--- src/rtl/tile_msg_nif.sv ---
module tile_msg_nif #(
  parameter int DATA_W = 32,
  parameter int ID_W   = 4,
  parameter int PHYS_W = 2,
  parameter int LEN_W  = 4
) (
  input  logic              clk,
  input  logic              rst_n,
  input  logic [PHYS_W-1:0] tile_id,
  input  logic [ID_W-1:0]   task_id,
  input  logic              cfg_we,
  input  logic [ID_W-1:0]   cfg_idx,
  input  logic              cfg_en,
  input  logic [PHYS_W-1:0] cfg_phys,
  input  logic              err_clr,
  output logic              err_unroutable,
  output logic              err_misroute,
  input  logic              msg_valid,
  output logic              msg_ready,
  input  logic [ID_W-1:0]   msg_dest,
  input  logic [LEN_W-1:0]  msg_len,
  input  logic              tx_valid,
  output logic              tx_ready,
  input  logic [DATA_W-1:0] tx_data,
  output logic              net_out_valid,
  input  logic              net_out_ready,
  output logic [DATA_W-1:0] net_out_data,
  input  logic              net_in_valid,
  output logic              net_in_ready,
  input  logic [DATA_W-1:0] net_in_data,
  output logic              rx_valid,
  input  logic              rx_ready,
  output logic [DATA_W-1:0] rx_data,
  output logic [ID_W-1:0]   rx_src,
  output logic              rx_last
);

  localparam int ENTRIES  = 1 << ID_W;
  localparam int HDR_USED = PHYS_W + ID_W + LEN_W;

  typedef enum logic [1:0] {T_IDLE, T_HDR, T_BODY, T_DROP} tx_st_t;
  typedef enum logic [1:0] {R_IDLE, R_BODY, R_SKIP} rx_st_t;

  logic [ENTRIES-1:0] tbl_en;
  logic [PHYS_W-1:0]  tbl_phys [ENTRIES];

  tx_st_t            tx_st;
  logic [LEN_W-1:0]  tx_left;
  logic [DATA_W-1:0] hdr_q;
  logic [DATA_W-1:0] hdr_next;
  logic              hit;

  rx_st_t            rx_st;
  logic [LEN_W-1:0]  rx_left;
  logic [ID_W-1:0]   src_q;
  logic [PHYS_W-1:0] in_dest;
  logic [ID_W-1:0]   in_src;
  logic [LEN_W-1:0]  in_len;

  // translation table, written by the host at any time
  always_ff @(posedge clk) begin
    if (!rst_n) begin
      tbl_en <= '0;
      for (int i = 0; i < ENTRIES; i++) tbl_phys[i] <= '0;
    end else if (cfg_we) begin
      tbl_en[cfg_idx]   <= cfg_en;
      tbl_phys[cfg_idx] <= cfg_phys;
    end
  end

  assign hit      = tbl_en[msg_dest];
  assign hdr_next = {{(DATA_W-HDR_USED){1'b0}}, tbl_phys[msg_dest], task_id, msg_len};

  assign msg_ready     = (tx_st == T_IDLE);
  assign net_out_valid = (tx_st == T_HDR) || (tx_st == T_BODY && tx_valid);
  assign net_out_data  = (tx_st == T_HDR) ? hdr_q : tx_data;
  assign tx_ready      = (tx_st == T_BODY && net_out_ready) || (tx_st == T_DROP);

  // send path: lookup once per message, header latched for the whole packet
  always_ff @(posedge clk) begin
    if (!rst_n) begin
      tx_st   <= T_IDLE;
      tx_left <= '0;
      hdr_q   <= '0;
    end else begin
      case (tx_st)
        T_IDLE: if (msg_valid) begin
          tx_left <= msg_len;
          hdr_q   <= hdr_next;
          if (hit) tx_st <= T_HDR;
          else if (msg_len != '0) tx_st <= T_DROP;
        end
        T_HDR: if (net_out_ready) tx_st <= (tx_left == '0) ? T_IDLE : T_BODY;
        T_BODY: if (tx_valid && net_out_ready) begin
          tx_left <= tx_left - 1'b1;
          if (tx_left == 1) tx_st <= T_IDLE;
        end
        T_DROP: if (tx_valid) begin
          tx_left <= tx_left - 1'b1;
          if (tx_left == 1) tx_st <= T_IDLE;
        end
        default: tx_st <= T_IDLE;
      endcase
    end
  end

  // receive path
  assign in_len  = net_in_data[LEN_W-1:0];
  assign in_src  = net_in_data[LEN_W+ID_W-1:LEN_W];
  assign in_dest = net_in_data[HDR_USED-1:LEN_W+ID_W];

  assign net_in_ready = (rx_st == R_IDLE) || (rx_st == R_SKIP) || (rx_st == R_BODY && rx_ready);
  assign rx_valid     = (rx_st == R_BODY) && net_in_valid;
  assign rx_data      = net_in_data;
  assign rx_src       = src_q;
  assign rx_last      = (rx_st == R_BODY) && (rx_left == 1);

  always_ff @(posedge clk) begin
    if (!rst_n) begin
      rx_st   <= R_IDLE;
      rx_left <= '0;
      src_q   <= '0;
    end else begin
      case (rx_st)
        R_IDLE: if (net_in_valid) begin
          rx_left <= in_len;
          src_q   <= in_src;
          if (in_len != '0) rx_st <= (in_dest == tile_id) ? R_BODY : R_SKIP;
        end
        R_BODY: if (net_in_valid && rx_ready) begin
          rx_left <= rx_left - 1'b1;
          if (rx_left == 1) rx_st <= R_IDLE;
        end
        R_SKIP: if (net_in_valid) begin
          rx_left <= rx_left - 1'b1;
          if (rx_left == 1) rx_st <= R_IDLE;
        end
        default: rx_st <= R_IDLE;
      endcase
    end
  end

  // sticky error flags, a new event wins over a clear
  always_ff @(posedge clk) begin
    if (!rst_n) begin
      err_unroutable <= 1'b0;
      err_misroute   <= 1'b0;
    end else begin
      if (tx_st == T_IDLE && msg_valid && !hit) err_unroutable <= 1'b1;
      else if (err_clr) err_unroutable <= 1'b0;
      if (rx_st == R_IDLE && net_in_valid && in_dest != tile_id) err_misroute <= 1'b1;
      else if (err_clr) err_misroute <= 1'b0;
    end
  end

  AST_HDR_HOLD: assert property (@(posedge clk) disable iff (!rst_n)
    (tx_st == T_HDR && !net_out_ready) |=> (net_out_valid && $stable(net_out_data)));
  AST_DROP_SILENT: assert property (@(posedge clk) disable iff (!rst_n)
    (tx_st == T_DROP) |-> !net_out_valid);
  AST_UNROUTE_STICKY: assert property (@(posedge clk) disable iff (!rst_n)
    (err_unroutable && !err_clr) |=> err_unroutable);
  AST_MISROUTE_STICKY: assert property (@(posedge clk) disable iff (!rst_n)
    (err_misroute && !err_clr) |=> err_misroute);
  AST_SKIP_SILENT: assert property (@(posedge clk) disable iff (!rst_n)
    (rx_st == R_SKIP) |-> !rx_valid);
  AST_LAST_ENDS: assert property (@(posedge clk) disable iff (!rst_n)
    (rx_valid && rx_ready && rx_last) |=> !rx_valid);

endmodule

--- config.mk ---
export PLATFORM = sky130hd
export DESIGN_NAME = tile_msg_nif
export DESIGN_NICKNAME = d
export VERILOG_FILES = /design/src/rtl/tile_msg_nif.sv
export SDC_FILE = /design/constraint.sdc
export NUM_CORES = 1
export LEC_CHECK = 0
export BUFFER_PORTS_ARGS = -buffer_cell sky130_fd_sc_hd__buf_2
export CORE_UTILIZATION = 49
export DETAILED_ROUTE_END_ITERATION = 12
export PLACE_DENSITY = 0.88
export SLEW_MARGIN = 20
export SYNTH_ARGS = -nofsm -noshare
export SYNTH_HDL_FRONTEND = slang
export SYNTH_SLANG_ARGS = --single-unit
export TNS_END_PERCENT = 20
--- constraint.sdc ---
create_clock -name clk -period 2.05 [get_ports clk]
set_input_delay 0.1025 -clock clk [delete_from_list [all_inputs] [get_ports clk]]
set_output_delay 0.1025 -clock clk [all_outputs]
set_load 0.05 [all_outputs]
=== After elaboration in Yosys (flattened, before gate mapping) ===
Memories as Yosys holds them, arrays and structs flattened. A register that Yosys moved wholly into a read port is not among the register bits.
Index checks and enable logic that the tools add are counted.

* RAM bits: 32
* Register bits: 44
* Memories: 1
* Bits in read-only memories: 0
* Latch bits: 0
* Word-level logic and storage cells: 107

{| class="wikitable"
|+ Memory list
! name !! words !! width !! read ports !! clocked after Yosys merged registers in !! write ports !! line !! text
|-
| tbl_phys || 16 || 2 || 1 || 1 || 16 || 45 || <nowiki>logic [PHYS_W-1:0] tbl_phys [ENTRIES];</nowiki>
|}

* Add/sub/neg operators: 2
* Mux-type cells: 40
* Multipliers: 0
* Shift-type cells: 0
* Reduce and logical (&&, ||, !) cells: 34
* Order comparisons: 3
* Bitwise gates (word level): 0
* Eq/ne operators: 18
* Divide/modulo/power cells: 0

{| class="wikitable"
|+ Operators by type and width
! kind !! number
|-
| 32-bit two-way mux || 1
|-
| 2-bit two-way mux || 15
|-
| 4-bit two-way mux || 7
|-
| 4-bit one-hot mux with 3 select lines || 2
|-
| 16-bit bitwise mux || 1
|-
| 1-bit logical AND || 12
|-
| 4-bit AND reduction || 3
|-
| 4-bit by 5-bit less-than comparator with 1-bit output (second input constant) || 2
|-
| 1-bit two-way mux || 10
|-
| 2-bit inequality test (second input constant) || 5
|-
| 4-bit by 1-bit == test with 1-bit output (second input constant) || 2
|-
| 2-bit one-hot mux with 4 select lines || 1
|-
| 4-bit nonzero test || 2
|-
| 4-bit by 1-bit subtractor with 4-bit output (second input constant) || 2
|-
| 2-bit == test (second input constant) || 3
|-
| 2-bit by 1-bit inequality test with 1-bit output (second input constant) || 3
|-
| 2-bit one-hot mux with 3 select lines || 1
|-
| 3-bit nonzero test || 2
|-
| 5-bit AND reduction || 1
|-
| 1-bit binary-select mux with 4-bit select || 1
|-
| 1-bit demux with 4-bit select || 1
|-
| 2-bit by 1-bit == test with 1-bit output (second input constant) || 2
|-
| 4-bit by 1-bit greater-or-equal comparator with 1-bit output (second input constant) || 1
|-
| 2-bit zero test || 2
|-
| 9 further kinds || 15
|}

=== Logic depth before layout (Yosys ltp) ===
* Depth in word-level cells: 5
* Gate-level depth with buffers: 7
* Mapped depth without buffers: 6

=== Worst setup path before layout ===
OpenSTA, ideal clock, no wires.

* Path type: flip-flop to flip-flop
* Start point: register tx_st[0]
* End point: register hdr_q[8], read port of tbl_phys
* Stages on the path, launching flop included: 6
* Arrival: 1792 ps
* Slack: 184 ps
* Path through: dfxtp_1 -> nor2_1 -> and2_1 -> clkbuf_1 -> nand2_1 -> o21ai_0

* Cells in the longest elaborated chain, start to end: 2

{| class="wikitable"
|+ RTL lines
! element !! line !! text
|-
| from (decl) || 47 || <nowiki>tx_st_t tx_st;</nowiki>
|-
| from (signal assigned) || 93 || <nowiki>T_HDR: if (net_out_ready) tx_st <= (tx_left == '0) ? T_IDLE : T_BODY;</nowiki>
|-
| 2-bit zero test || - ||
|-
| named net msg_ready || 19 || <nowiki>output logic msg_ready,</nowiki>
|-
| 2-bit AND reduction (no line) || - ||
|-
| to (decl) || 49 || <nowiki>logic [DATA_W-1:0] hdr_q;</nowiki>
|}

The timed path passes the listed nets, and every way through them passes these cells.
A chain may end at the register's enable or synchronous reset.

=== Worst setup path after layout ===
* Start point: register tx_st[1]
* End point: output port net_out_data[8]

* Cells in the longest elaborated chain, start to end: 2

{| class="wikitable"
|+ RTL lines
! element !! line !! text
|-
| 2-bit by 1-bit == test with 1-bit output || 76 || <nowiki>assign net_out_data = (tx_st == T_HDR) ? hdr_q : tx_data;</nowiki>
|-
| 32-bit two-way mux || 76 ||
|-
| to (decl) || 27 || <nowiki>output logic [DATA_W-1:0] net_out_data,</nowiki>
|}

No other way between the ends.

==> results.json <==
{
  "status": "finished clean",
  "crit_required_ps": 1950,
  "die_w_um": 94.4,
  "overflow": 0,
  "core_area_um2": 8260,
  "pre_cts_ws_ps": 137,
  "drt-total-wl_mm": 9.98,
  "chipHeight_um": 94.4,
  "power.density_nw_per_um2": 840,
  "port_buffers": 125,
  "synth_cell_types": 50,
  "synth_area_um2": 4190,
  "drv_slew": 0,
  "crit_type": "reg -> out",
  "wl_per_cell_um": 15.5,
  "cts_tree": "done",
  "root_buffer": "clkbuf_8",
  "yosys-top-cells-count": "nor2_1 (50), dfxtp_1 (44), nand2_1 (44)",
  "die-area_um2": 8920,
  "synth-seq-cells": 76,
  "async_flop_share_pct": 0,
  "drt_first_pass_iters": 5,
  "layout-drive-gt1-share_pct": 30.6,
  "vias_per_cell": 5.58,
  "globalRouteTotalUtil_pct": 23.1,
  "synth_area_leader_cell": "edfxtp_1",
  "grt_pass1_vias": 3291,
  "rsz0062_at_grt": "false",
  "p_leak_nw": 1.97,
  "worstPathCellList": "nand2b_1 -> buf_4 -> mux2_2 -> buf_2",
  "worst_slew_pin_slew_ps": 683,
  "tns_ps": 0,
  "yosysSeqAreaShare_pct": 44.0,
  "numCtsBuffers": 9,
  "start_util_pct": 50.7,
  "grt_max_degree": 26,
  "max-slew-margin-rel_pct": 54.4,
  "cp_num_buf_inv": 2,
  "cts.reportedPaths.clkPinSlew_ps": 80,
  "hold_viol_final": 0,
  "synthTopCellsByArea": "edfxtp_1 (23%), dfxtp_1 (21%), mux4_1 (6.9%), buf_4 (5.7%), nor2_1 (4.5%)",
  "synth_most_common_cell": "nor2_1",
  "cp-start-kind": "register",
  "cpPeakStageDelay_ps": 470,
  "cap_viol_max_count": 0,
  "crit_family": "flip-flops",
  "synthFlopType": "dfxtp_1",
  "diodes": 0,
  "post-route-min-period_ps": 1900,
  "crit_path_end_kind": "output port",
  "whs_ps": 11.5,
  "critical-path-slowest-cell": "dfxtp_2",
  "timing.final.crit_share_pct": 92.6,
  "fmax_ghz": 0.527,
  "synth_warnings": 0,
  "syn-instance-count": 445,
  "worstPathArrival_ps": 1800,
  "vias": 3600,
  "drt_iter0_drc": 193,
  "setup_viol": 0,
  "synth_nets": 546,
  "ant_nets": 0,
  "place_congestion": 0.921,
  "clock_latency_ps": 350,
  "vdd_drop_max_mv": 0.440,
  "skew_ps": 10.1,
  "area_growth_pct": 15.8,
  "cts_max_path_buffers": 2,
  "drc": 0,
  "crit_fanout": 25,
  "post_cts_buffers": 0,
  "clkSinkCount": 76,
  "synth-edff-count": 32,
  "io-pin-count": 170,
  "grt_pass1_wl_mm": 15.5,
  "fin_ws_ps": 152,
  "antenna_found_initial": 0,
  "synth_top_cell_area_share_pct": 23.0,
  "htreeDepth": 3,
  "final_nets": 636,
  "rows": 33,
  "dp_hpwl_mm": 7.62,
  "hp-class": "in -> reg",
  "avgSynthCellArea_um2": 9.41
}
final timing paths:
check / depth (start not counted) / to / startpoint / slack, ps
worst min-delay path: 3 / hdr_q[4]$_SDFFE_PN0P_ / task_id[0] / 10
worst max-delay path: 4 / net_out_data[8] / tx_st[1]$_SDFFE_PN0P_ / 150
worst max register to register: 6 / rx_st[1]$_SDFFE_PN0P_ / rx_st[0]$_SDFFE_PN0P_ / 180
worst min register to register: 2 / hdr_q[1]$_SDFFE_PN0P_ / hdr_q[1]$_SDFFE_PN0P_ / 450
timing repair:
item / CTS / global route
gates resized for setup: 1 / 1
hold buffers: 3 / 0
setup endpoints to repair: 17 / 1
endpoints found under the hold margin: 3 / 0
tightest hold or removal path, delay by kind of cell:
family,cells,cell delay [ps]
AO/OA/AOI/OAI,1,50
buffers and inverters,1,100
AND/OR/NAND/NOR,1,60
flip-flops by register name, summed over array words and instances (netlist names):
name / count
tx_st: 2
rx_st: 2
rx_src: 4
rx_left: 4
tbl_en: 16
err_misroute: 1
tbl_phys: 32
err_unroutable: 1
hdr_q: 10
tx_left: 4
placed cells by master (no fill, tap or decap), types with 2 or more instances in the layout:
cell type | synthesis | layout
a211oi_1 | 2 | 2
a21oi_1 | 20 | 20
a22oi_1 | 3 | 3
and2_1 | 28 | 28
and3_1 | 2 | 2
buf_2 | 5 | 125
buf_4 | 32 | 6
clkbuf_8 | 0 | 9
clkinv_2 | 0 | 3
dfxtp_1 | 44 | 43
dlygate4sd3_1 | 0 | 3
edfxtp_1 | 32 | 32
ha_1 | 7 | 7
inv_1 | 27 | 26
mux2_2 | 11 | 11
mux2i_1 | 4 | 4
mux4_1 | 11 | 11
nand2_1 | 44 | 44
nand2b_1 | 6 | 6
nand3_1 | 15 | 15
nand4b_1 | 2 | 2
nor2_1 | 50 | 50
nor2b_1 | 7 | 7
nor4_1 | 3 | 3
o21a_1 | 2 | 2
o21ai_0 | 26 | 26
o22ai_1 | 18 | 18
or2_2 | 2 | 2
xor2_1 | 2 | 2
power by group:
part           switching (W)  total, W  internal, W  leakage (nW)
clock               0.000552  0.000991     0.000439        0.0864
combinational       0.000865   0.00130     0.000433          1.22
sequential         0.0000837   0.00178      0.00170         0.666
stage by stage:
step                instance area (um2)  util, %  cells  total power, W
global placement                   4650     56.3    626         0.00305
global route                       4850     58.7    645         0.00429
CTS                                4850     58.7    645         0.00408
floorplan                          4190        -    445         0.00289
detailed placement                 4650     56.3    626         0.00310
finish                             4850     58.7    645         0.00407
cell type report:
type	instances	area, um2
multi-input combinational	287	1900
fill	699	3410
timing repair buffer	134	701
clock buffer	10	128
inverter	27	101
sequential	76	1840
tap	105	131
clock inverter	6	40.0
layer usage:
metal	vias to the layer above	GRT usage, %	routed length [um]
li1	1714	-	-
met1	1663	25.6	3820
met2	195	42.6	5070
met3	28	5.96	849
met4	0	7.44	240
met5	-	0	0
kinds of logic (layout without fill, tap and decap cells):
kind of cell | Yosys count | count (layout) | share of synthesized area [%]
compound gates | 84 | 84 | 12.2
xor+xnor | 2 | 2 | 0.419
mux | 27 | 27 | 11.4
buf+inv | 82 | 177 | 10.6
flops | 76 | 76 | 44.0
fa+ha+maj | 7 | 7 | 2.09
simple gates | 167 | 167 | 19.4
No activity file was read; power rests on OpenSTA's default activity.
